### config.mk
export PLATFORM = sky130hd
export DESIGN_NAME = stall_sig_monitor
export DESIGN_NICKNAME = d
export VERILOG_FILES = /design/src/rtl/stall_sig_pkg.sv /design/src/rtl/stall_sig_ctrl.sv /design/src/rtl/stall_sig_datapath.sv /design/src/rtl/stall_sig_monitor.sv
export SDC_FILE = /design/constraint.sdc
export NUM_CORES = 1
export LEC_CHECK = 0
export ABC_CLOCK_PERIOD_IN_PS = 2000
export CAP_MARGIN = 20
export CORE_ASPECT_RATIO = 1.25
export CORE_MARGIN = 8
export CORE_UTILIZATION = 55
export DETAILED_ROUTE_END_ITERATION = 8
export DONT_BUFFER_PORTS = 1
export PLACE_DENSITY = 0.73
export SLEW_MARGIN = 30
export SYNTH_ARGS = -nofsm -noshare
export SYNTH_HDL_FRONTEND = slang
export SYNTH_HIERARCHICAL = 1
export SYNTH_SLANG_ARGS = --single-unit
export TNS_END_PERCENT = 20
### constraint.sdc
create_clock -name clk -period 2 [get_ports clk]
set_input_delay 0.5 -clock clk [delete_from_list [all_inputs] [get_ports clk]]
set_output_delay 0.5 -clock clk [all_outputs]
set_load 0.1 [all_outputs]
### src/rtl/stall_sig_pkg.sv
package stall_sig_pkg;

  localparam int WORD_W = 32;

  // control -> datapath strobes
  typedef struct packed {
    logic capture;
    logic compare;
    logic publish;
  } strobe_t;

  typedef enum logic [2:0] {
    HC_NONE  = 3'd0,
    HC_DFS   = 3'd1,
    HC_RIFS  = 3'd2,
    HC_RXCLR = 3'd3,
    HC_MAC1  = 3'd4,
    HC_MAC2  = 3'd5
  } hang_code_e;

  localparam int BB_PATTERNS = 4;
  localparam logic [WORD_W-1:0] BB_MASK [BB_PATTERNS] =
    '{32'h7E00_0B00, 32'h7E00_0B00, 32'h7E00_0B00, 32'h7E7F_FFEF};
  localparam logic [WORD_W-1:0] BB_VALUE [BB_PATTERNS] =
    '{32'h1E00_0000, 32'h5200_0B00, 32'h1800_0B00, 32'h0070_2400};
  localparam hang_code_e BB_CODE [BB_PATTERNS] =
    '{HC_DFS, HC_RIFS, HC_RXCLR, HC_RXCLR};

endpackage

### src/rtl/stall_sig_ctrl.sv
module stall_sig_ctrl
  import stall_sig_pkg::*;
#(
  parameter int NUM_READS = 50
) (
  input  logic    clk,
  input  logic    rstN,
  input  logic    startReq,
  output strobe_t strobe
);

  localparam int CNT_W = $clog2(NUM_READS + 1);
  localparam logic [CNT_W-1:0] LAST_IDX = CNT_W'(NUM_READS - 1);

  typedef enum logic [1:0] {S_IDLE, S_RUN, S_EVAL} state_e;

  state_e stateQ;
  logic [CNT_W-1:0] readCnt;

  always_ff @(posedge clk) begin
    if (!rstN) begin
      stateQ  <= S_IDLE;
      readCnt <= '0;
    end else begin
      unique case (stateQ)
        S_IDLE: if (startReq) begin
          stateQ  <= S_RUN;
          readCnt <= '0;
        end
        S_RUN: begin
          if (readCnt == LAST_IDX) stateQ <= S_EVAL;
          readCnt <= readCnt + 1'b1;
        end
        default: stateQ <= S_IDLE;
      endcase
    end
  end

  always_comb begin
    strobe.capture = (stateQ == S_IDLE) && startReq;
    strobe.compare = (stateQ == S_RUN);
    strobe.publish = (stateQ == S_EVAL);
  end

  AST_COUNT_BOUND: assert property (@(posedge clk) disable iff (!rstN)
    (stateQ == S_RUN) |-> (readCnt <= LAST_IDX));

  AST_RUN_UNBROKEN: assert property (@(posedge clk) disable iff (!rstN)
    (stateQ == S_RUN && readCnt != LAST_IDX) |=> (stateQ == S_RUN));

  AST_EVAL_ONCE: assert property (@(posedge clk) disable iff (!rstN)
    (stateQ == S_EVAL) |=> (stateQ == S_IDLE));

endmodule

### src/rtl/stall_sig_datapath.sv
module stall_sig_datapath
  import stall_sig_pkg::*;
#(
  parameter int FIELD_W   = 5,
  parameter int FIELDS_D4 = 6,
  parameter int FIELDS_D5 = 4
) (
  input  logic              clk,
  input  logic              rstN,
  input  strobe_t           strobe,
  input  logic              bbCheckEn,
  input  logic              macCheckEn,
  input  logic [WORD_W-1:0] obsWord,
  input  logic [WORD_W-1:0] dbgWord3,
  input  logic [WORD_W-1:0] dbgWord4,
  input  logic [WORD_W-1:0] dbgWord5,
  input  logic [WORD_W-1:0] dbgWord6,
  output logic              donePulse,
  output logic [2:0]        hangCode,
  output logic              unknownStable
);

  localparam int CHAIN_FIELDS = FIELDS_D4 + FIELDS_D5;
  localparam logic [FIELD_W-1:0] CHAIN_HUNG = FIELD_W'(6);

  logic [WORD_W-1:0] refObs, ref3, ref4, ref5, ref6;
  logic bbEnQ, macEnQ, bbStableQ, macStableQ;

  // snapshot and stability tracking
  always_ff @(posedge clk) begin
    if (!rstN) begin
      refObs <= '0; ref3 <= '0; ref4 <= '0; ref5 <= '0; ref6 <= '0;
      bbEnQ <= 1'b0; macEnQ <= 1'b0;
      bbStableQ <= 1'b0; macStableQ <= 1'b0;
    end else if (strobe.capture) begin
      refObs <= obsWord;
      ref3 <= dbgWord3; ref4 <= dbgWord4; ref5 <= dbgWord5; ref6 <= dbgWord6;
      bbEnQ <= bbCheckEn; macEnQ <= macCheckEn;
      bbStableQ <= 1'b1; macStableQ <= 1'b1;
    end else if (strobe.compare) begin
      if (obsWord != refObs) bbStableQ <= 1'b0;
      if ((dbgWord3 != ref3) || (dbgWord4 != ref4) ||
          (dbgWord5 != ref5) || (dbgWord6 != ref6)) macStableQ <= 1'b0;
    end
  end

  // chain-state fields
  logic [CHAIN_FIELDS-1:0] chainHit;
  for (genvar i = 0; i < FIELDS_D4; i++) begin : g_d4
    assign chainHit[i] = (ref4[FIELD_W*i +: FIELD_W] == CHAIN_HUNG);
  end
  for (genvar i = 0; i < FIELDS_D5; i++) begin : g_d5
    assign chainHit[FIELDS_D4 + i] = (ref5[FIELD_W*i +: FIELD_W] == CHAIN_HUNG);
  end

  logic macSig1, macSig2;
  assign macSig1 = (|chainHit) && (ref6[1:0] == 2'h1);
  assign macSig2 = (ref3[21:18] == 4'h9) && (ref3[25:22] == 4'h8) &&
                   (ref3[28:26] == 3'h4);

  // baseband priority match, first entry wins
  hang_code_e bbCode;
  logic bbHit;
  always_comb begin
    bbCode = HC_NONE;
    bbHit  = 1'b0;
    for (int k = BB_PATTERNS - 1; k >= 0; k--) begin
      if ((refObs & BB_MASK[k]) == BB_VALUE[k]) begin
        bbCode = BB_CODE[k];
        bbHit  = 1'b1;
      end
    end
  end

  logic bbLive, macLive;
  hang_code_e nextCode;
  assign bbLive  = bbEnQ && bbStableQ;
  assign macLive = macEnQ && macStableQ;

  always_comb begin
    if (bbLive && bbHit)         nextCode = bbCode;
    else if (macLive && macSig1) nextCode = HC_MAC1;
    else if (macLive && macSig2) nextCode = HC_MAC2;
    else                         nextCode = HC_NONE;
  end

  always_ff @(posedge clk) begin
    if (!rstN) begin
      donePulse     <= 1'b0;
      hangCode      <= 3'd0;
      unknownStable <= 1'b0;
    end else begin
      donePulse <= strobe.publish;
      if (strobe.publish) begin
        hangCode      <= nextCode;
        unknownStable <= (nextCode == HC_NONE) && (bbLive || macLive);
      end
    end
  end

  AST_DONE_SINGLE: assert property (@(posedge clk) disable iff (!rstN)
    donePulse |=> !donePulse);

  AST_CODE_LEGAL: assert property (@(posedge clk) disable iff (!rstN)
    donePulse |-> (hangCode <= 3'd5));

  AST_UNKNOWN_ZERO: assert property (@(posedge clk) disable iff (!rstN)
    (donePulse && unknownStable) |-> (hangCode == 3'd0));

  AST_MAC_NEEDS_EN: assert property (@(posedge clk) disable iff (!rstN)
    (donePulse && hangCode >= 3'd4) |-> macEnQ);

  AST_STABLE_STICKY: assert property (@(posedge clk) disable iff (!rstN)
    (!strobe.capture && !bbStableQ) |=> !bbStableQ);

  AST_HOLD_RESULT: assert property (@(posedge clk) disable iff (!rstN)
    !strobe.publish |=> ($stable(hangCode) && $stable(unknownStable)));

endmodule

### src/rtl/stall_sig_monitor.sv
module stall_sig_monitor
  import stall_sig_pkg::*;
#(
  parameter int NUM_READS = 50
) (
  input  logic        clk,
  input  logic        rstN,
  input  logic        startReq,
  input  logic        bbCheckEn,
  input  logic        macCheckEn,
  input  logic [31:0] obsWord,
  input  logic [31:0] dbgWord3,
  input  logic [31:0] dbgWord4,
  input  logic [31:0] dbgWord5,
  input  logic [31:0] dbgWord6,
  output logic        donePulse,
  output logic [2:0]  hangCode,
  output logic        unknownStable
);

  strobe_t strobe;

  stall_sig_ctrl #(.NUM_READS(NUM_READS)) u_ctrl (
    .clk      (clk),
    .rstN     (rstN),
    .startReq (startReq),
    .strobe   (strobe)
  );

  stall_sig_datapath u_dp (
    .clk           (clk),
    .rstN          (rstN),
    .strobe        (strobe),
    .bbCheckEn     (bbCheckEn),
    .macCheckEn    (macCheckEn),
    .obsWord       (obsWord),
    .dbgWord3      (dbgWord3),
    .dbgWord4      (dbgWord4),
    .dbgWord5      (dbgWord5),
    .dbgWord6      (dbgWord6),
    .donePulse     (donePulse),
    .hangCode      (hangCode),
    .unknownStable (unknownStable)
  );

endmodule

== Yosys cells after proc, flatten, opt, wreduce, memory -nomap -nowiden ==
Cells that the tools add are included.
Word-level totals
  bits in registers: 177
  output and inout bits: 5
  word-level logic and storage cells: 90
Operators by class
  add/sub/neg operators: 1
  equality and inequality tests: 28
  multiplexer cells: 22
  reductions and logical operators: 25
Operators with widths (number)
  $ne A32 B32 Y1: 5
  $eq A5 B3 Y1 const B: 10
  $eq A28 B22 Y1 const B: 1
  $eq A9 B7 Y1 const B: 2
  $mux W2: 6
  $pmux W6 S2: 1
  $logic_and A1 B1 Y1: 10
  $mux W1: 10
  $reduce_or A10 Y1: 1
  $eq A9 B9 Y1 const B: 1
  $mux W3: 3
  $eq A4 B4 Y1 const B: 2
  $reduce_and A2 Y1: 4
  $reduce_bool A2 Y1: 4
  $add A6 B1 Y6 const B: 1
  $eq A6 B6 Y1 const B: 1
  $mux W6: 1
  $eq A2 B1 Y1 const B: 2
  $logic_or A1 B1 Y1: 4
  $pmux W2 S2: 1
  $eq A3 B3 Y1 const B: 1
  $logic_not A3 Y1: 1
  $eq A2 B2 Y1 const B: 1
  $logic_not A2 Y1: 1
  2 further kinds: 2

== Longest topological paths before layout ==
  depth in word-level cells: 9
  mapped depth: 7

== Hierarchy ==
Netlist, hierarchy kept.
Modules (own cells, without submodules)
  stall_sig_datapath: instances 1, cells each 834, area an instance 8448.1 um2
  stall_sig_ctrl: instances 1, cells each 45, area an instance 401.6 um2

== Worst setup path after synthesis ==
OpenSTA, ideal clock, no wires.
  path type: input to register
  from: input port startReq
  to: register u_dp.bbEnQ
  setup time: 0.117 ns
  arrival time: 2.020 ns
  required time: 1.883 ns
  slack: -0.137 ns
  stages on the path: 6
  cell sequence: or3b_2 -> inv_1 -> clkbuf_1 -> buf_1 -> mux2i_1 -> nor2b_1
RTL lines
  start: declaration: line stall_sig_monitor.sv:8  | input logic startReq,
  end signal: assignment: line stall_sig_datapath.sv:38  | bbEnQ <= bbCheckEn; macEnQ <= macCheckEn;
  end: declaration: line stall_sig_datapath.sv:27  | logic bbEnQ, macEnQ, bbStableQ, macStableQ;

== Worst setup path in the final report ==
  from: register u_dp.refObs[1]
  to: register u_dp.hangCode[2]
Between the ends
  cells in the longest elaborated chain, start to end: 7
Ends and longest elaborated chain
  start: declaration: line stall_sig_datapath.sv:26  | logic [WORD_W-1:0] refObs, ref3, ref4, ref5, ref6;
  start signal: assignment: line stall_sig_datapath.sv:36  | refObs <= obsWord;
  $eq A28 B22 Y1: line stall_sig_datapath.sv:68  | if ((refObs & BB_MASK[k]) == BB_VALUE[k]) begin
  $mux W1 (4 in a row): line stall_sig_datapath.sv:68
  $logic_and A1 B1 Y1: line stall_sig_datapath.sv:81  | if (bbLive && bbHit) nextCode = bbCode;
  $mux W3: line stall_sig_datapath.sv:81
  end signal: assignment: line stall_sig_datapath.sv:95  | hangCode <= nextCode;
  end: declaration: line stall_sig_datapath.sv:19  | output logic [2:0] hangCode,
Every way passes these cells.
A chain may end at the register's enable or synchronous reset.

==> metrics.txt <==
gate family responsible for the most delay along the worst path simple AND/OR/NAND/NOR gates; ys async rst share 0%; Initial Util 55.29%; post-route ant nets 0; register clock-pin slew on the reported worst setup and hold paths 70 ps; Synthesis Warnings 6; initial antenna violation count 0; Achievable Freq 0.5267 GHz; total track usage 21.19%; diodes inserted 0; ratio of final minimum period to clock period 94.93%; hold depth 1; Placer Congestion 0.8600; Die Width 129.5 um; synthesized area 8850 um^2; via count 6129; Area growth syn-to-layout 12.71%; Synth area leader dfxtp_1; Clk network pwr share 42.7%; Max transition margin 64.07%; # rows 52; CP Launch Type flip-flop; number of synthesized flops with an enable pin 0; Max Slew Vio Count 0; cts hold-fix bufs 0; vias in the first global route 6107; Worst EP required 2320 ps; Skew-Pair Late Insertion Delay 430 ps; slew at the pin with the worst max-slew slack 534.0 ps; Synth top area share 40.04%; P per Cell Area 862.3 nW/um^2; core area 16010 um^2; Seq pwr share 45.4%; syn nets 1046; Final Util 62.32%; R2R Path Start u_dp/refObs[1]; switching part of the total 23.01%; Area contributors post-synth dfxtp_1 (40%), mux2i_1 (19%), nor2b_1 (12%); Critical Path Sink Type flip-flop; Internal Power 0.006621 W; CTS HTree Levels 4; cells resized by post-CTS repair 0; Avg WL per Cell 19.33 um; Clock Skew 5.833 ps; final wirelength 21710 um; first-pass GRT wire length 32840 um; min-delay src rstN; Min Hold Slack 223.9 ps; WS Path Type reg -> reg; post-synthesis sequential area ratio 40.04%; Cell variety after synth 57; Die Area 20430 um^2; Overflow after GRT 0; Hold Fails Final Rpt 0; Min Clock Period, post-route 1899 ps; RSZ-0062 raised after global routing false; Num CTS Buffers 17; IO Port Bufs 0; crit-path max FO 3; reg2reg path depth 6; Comb pwr share 12.0%; Hold EP u_dp/ref4[19]; Leak 3.769 nW; CP cell instances nor4_1 > nand4_1 > nor4_4 > nor3_1 > o22a_1 > a22o_2; Top FF cell, synth dfxtp_1; Die Span Y 157.8 um; Peak VDD IR 0.5219 mV; DRT iter0 DRCs 314; post-CTS repair timing setup buffer count 0; # DRC 0; sw power 0.001979 W; outcome finished clean; number of synthesized register bits 177; Mapped Avg Cell Area 10.07 um^2; Cells after Synth 879; DP HPWL 16440 um; CP Buf/Inv Count 0; CTS tree built; critical path's slowest cell nor4_1; CP peak stage delay 390 ps; Non-Filler Instances 1123; Vias/cell 5.458; dpl cells 1092; CTS max path bufs 2; root buffer cell clkbuf_16; max-cap check violation count 0; hold crit path type in -> reg; r2r endpoint u_dp/hangCode[2]; Pre-antenna DRT Iters 5; # clock sinks 177; Setup violations, final 0; Worst EP arrival 2220 ps; largest net degree at the start of global routing 176; layout cells sized above 1 8.600%; internal reg-to-reg setup slack 100 ps; io pins 170; Layout Nets 1062
-- flip-flops by register name, summed over array words and instances, names as in the netlist, 2 cells and up --
name and count:
u_ctrl/readCnt 6, u_dp/ref5 32, u_ctrl/stateQ 2, u_dp/ref3 32, u_dp/ref6 32, u_dp/hangCode 3
u_dp/ref4 32, u_dp/refObs 32
-- logic make-up (layout without fill, tap and decap cells) --
group / count (synthesis) / after routing / synth area share, %
AOI/OAI and AO/OA: 41 / 41 / 3.478
xor gates and xnor gates: 143 / 143 / 14.15
adders and majority gates: 2 / 2 / 0.2827
buffers and inverters: 63 / 91 / 2.785
DFF: 177 / 177 / 40.04
muxes: 166 / 166 / 18.78
and+or+nand+nor: 287 / 287 / 20.49
-- area by class of cell --
cell class | instances | area, um^2
clock buffers | 22 | 474.2
fillers | 1382 | 6031
inverters | 25 | 101.3
flip-flops and latches | 177 | 3543
multi-input cells | 639 | 5081
repair buffers | 35 | 325.3
well taps | 216 | 270.3
clock inverters | 9 | 178.9
-- metal layers --
metal	GRT usage, %	vias to the layer above	part of all wire [%]
met1	22.41	2871	38
li1	-	3058	-
met3	9.572	32	11
met2	35.41	168	49
met4	9.701	0	3.2
met5	0	-	0
-- how the worst max path moves through the flow --
| stage | endpoint | startpoint | cells past startpoint | slack, ps |
|---|---|---|---|---|
| after global routing | u_dp/macStableQ | u_dp/ref6[8] | 6 | 9 |
| after CTS | u_dp/hangCode[2] | u_dp/refObs[12] | 6 | 40 |
| after floorplan | u_dp/ref6[0] | startReq | 6 | -120 |
| after detailed placement | u_dp/hangCode[2] | u_dp/refObs[13] | 6 | 50 |
| final | u_dp/hangCode[2] | u_dp/refObs[1] | 6 | 100 |
| after global placement | u_dp/hangCode[2] | u_dp/refObs[12] | 6 | 60 |
-- worst reg2reg max path, delay by kind of cell, from the launching register on --
kind / cells / cell delay (ps)
AND/OR/NAND/NOR: 4 / 1040
AO/OA/AOI/OAI: 2 / 430
flip-flops: 1 / 340
-- power by group through the flow --
stage          clock, W  combinational (W)  sequential (W)
4_1_cts         0.00374            0.00103         0.00390
3_5_place_dp          0            0.00102         0.00397
5_1_grt         0.00388            0.00112         0.00392
2_1_floorplan         0           0.000830         0.00394
3_3_place_gp          0            0.00101         0.00397
6_report        0.00367            0.00103         0.00390
-- per-stage QoR --
stage	TNS (ps)	worst slack [ps]	area [um^2]	power (W)
after floorplan	-9420	-118.6	8856	0.004770
after global placement	0	55.93	9300	0.004979
after detailed placement	0	46.11	9300	0.004995
after CTS	0	36.68	9953	0.008663
after global routing	0	8.670	9975	0.008926
final	0	101.3	9975	0.008601
-- cell usage after synthesis, types with 3 or more instances --
master and number:
nor4_1 33, xor2_1 61, inv_1 25, o21ai_0 5
nand2b_1 3, nand2_1 12, dfxtp_1 177, mux2i_1 166
nand4b_1 3, xnor2_1 82, nor2b_1 166, nor3_1 3
buf_1 15, nand4_1 29, nor2_1 6, nand3_1 8
o22ai_1 6, o2bb2ai_1 3, a22oi_1 4, or4bb_1 4
clkbuf_1 20, a21oi_1 3
-- cell usage in the layout, fill, tap and decap left out, types with 5 or more instances in the layout --
master and instances:
mux2i_1 166, inv_1 24, dfxtp_1 177, nand4_1 29, nor2_1 6, o21ai_0 5
o22ai_1 6, clkbuf_16 17, nand3_1 8, xnor2_1 82, nand2_1 12, xor2_1 61
buf_12 5, nor2b_1 166, bufinv_16 5, nor4_1 33, buf_4 30
No activity file was read; power rests on OpenSTA's default activity.
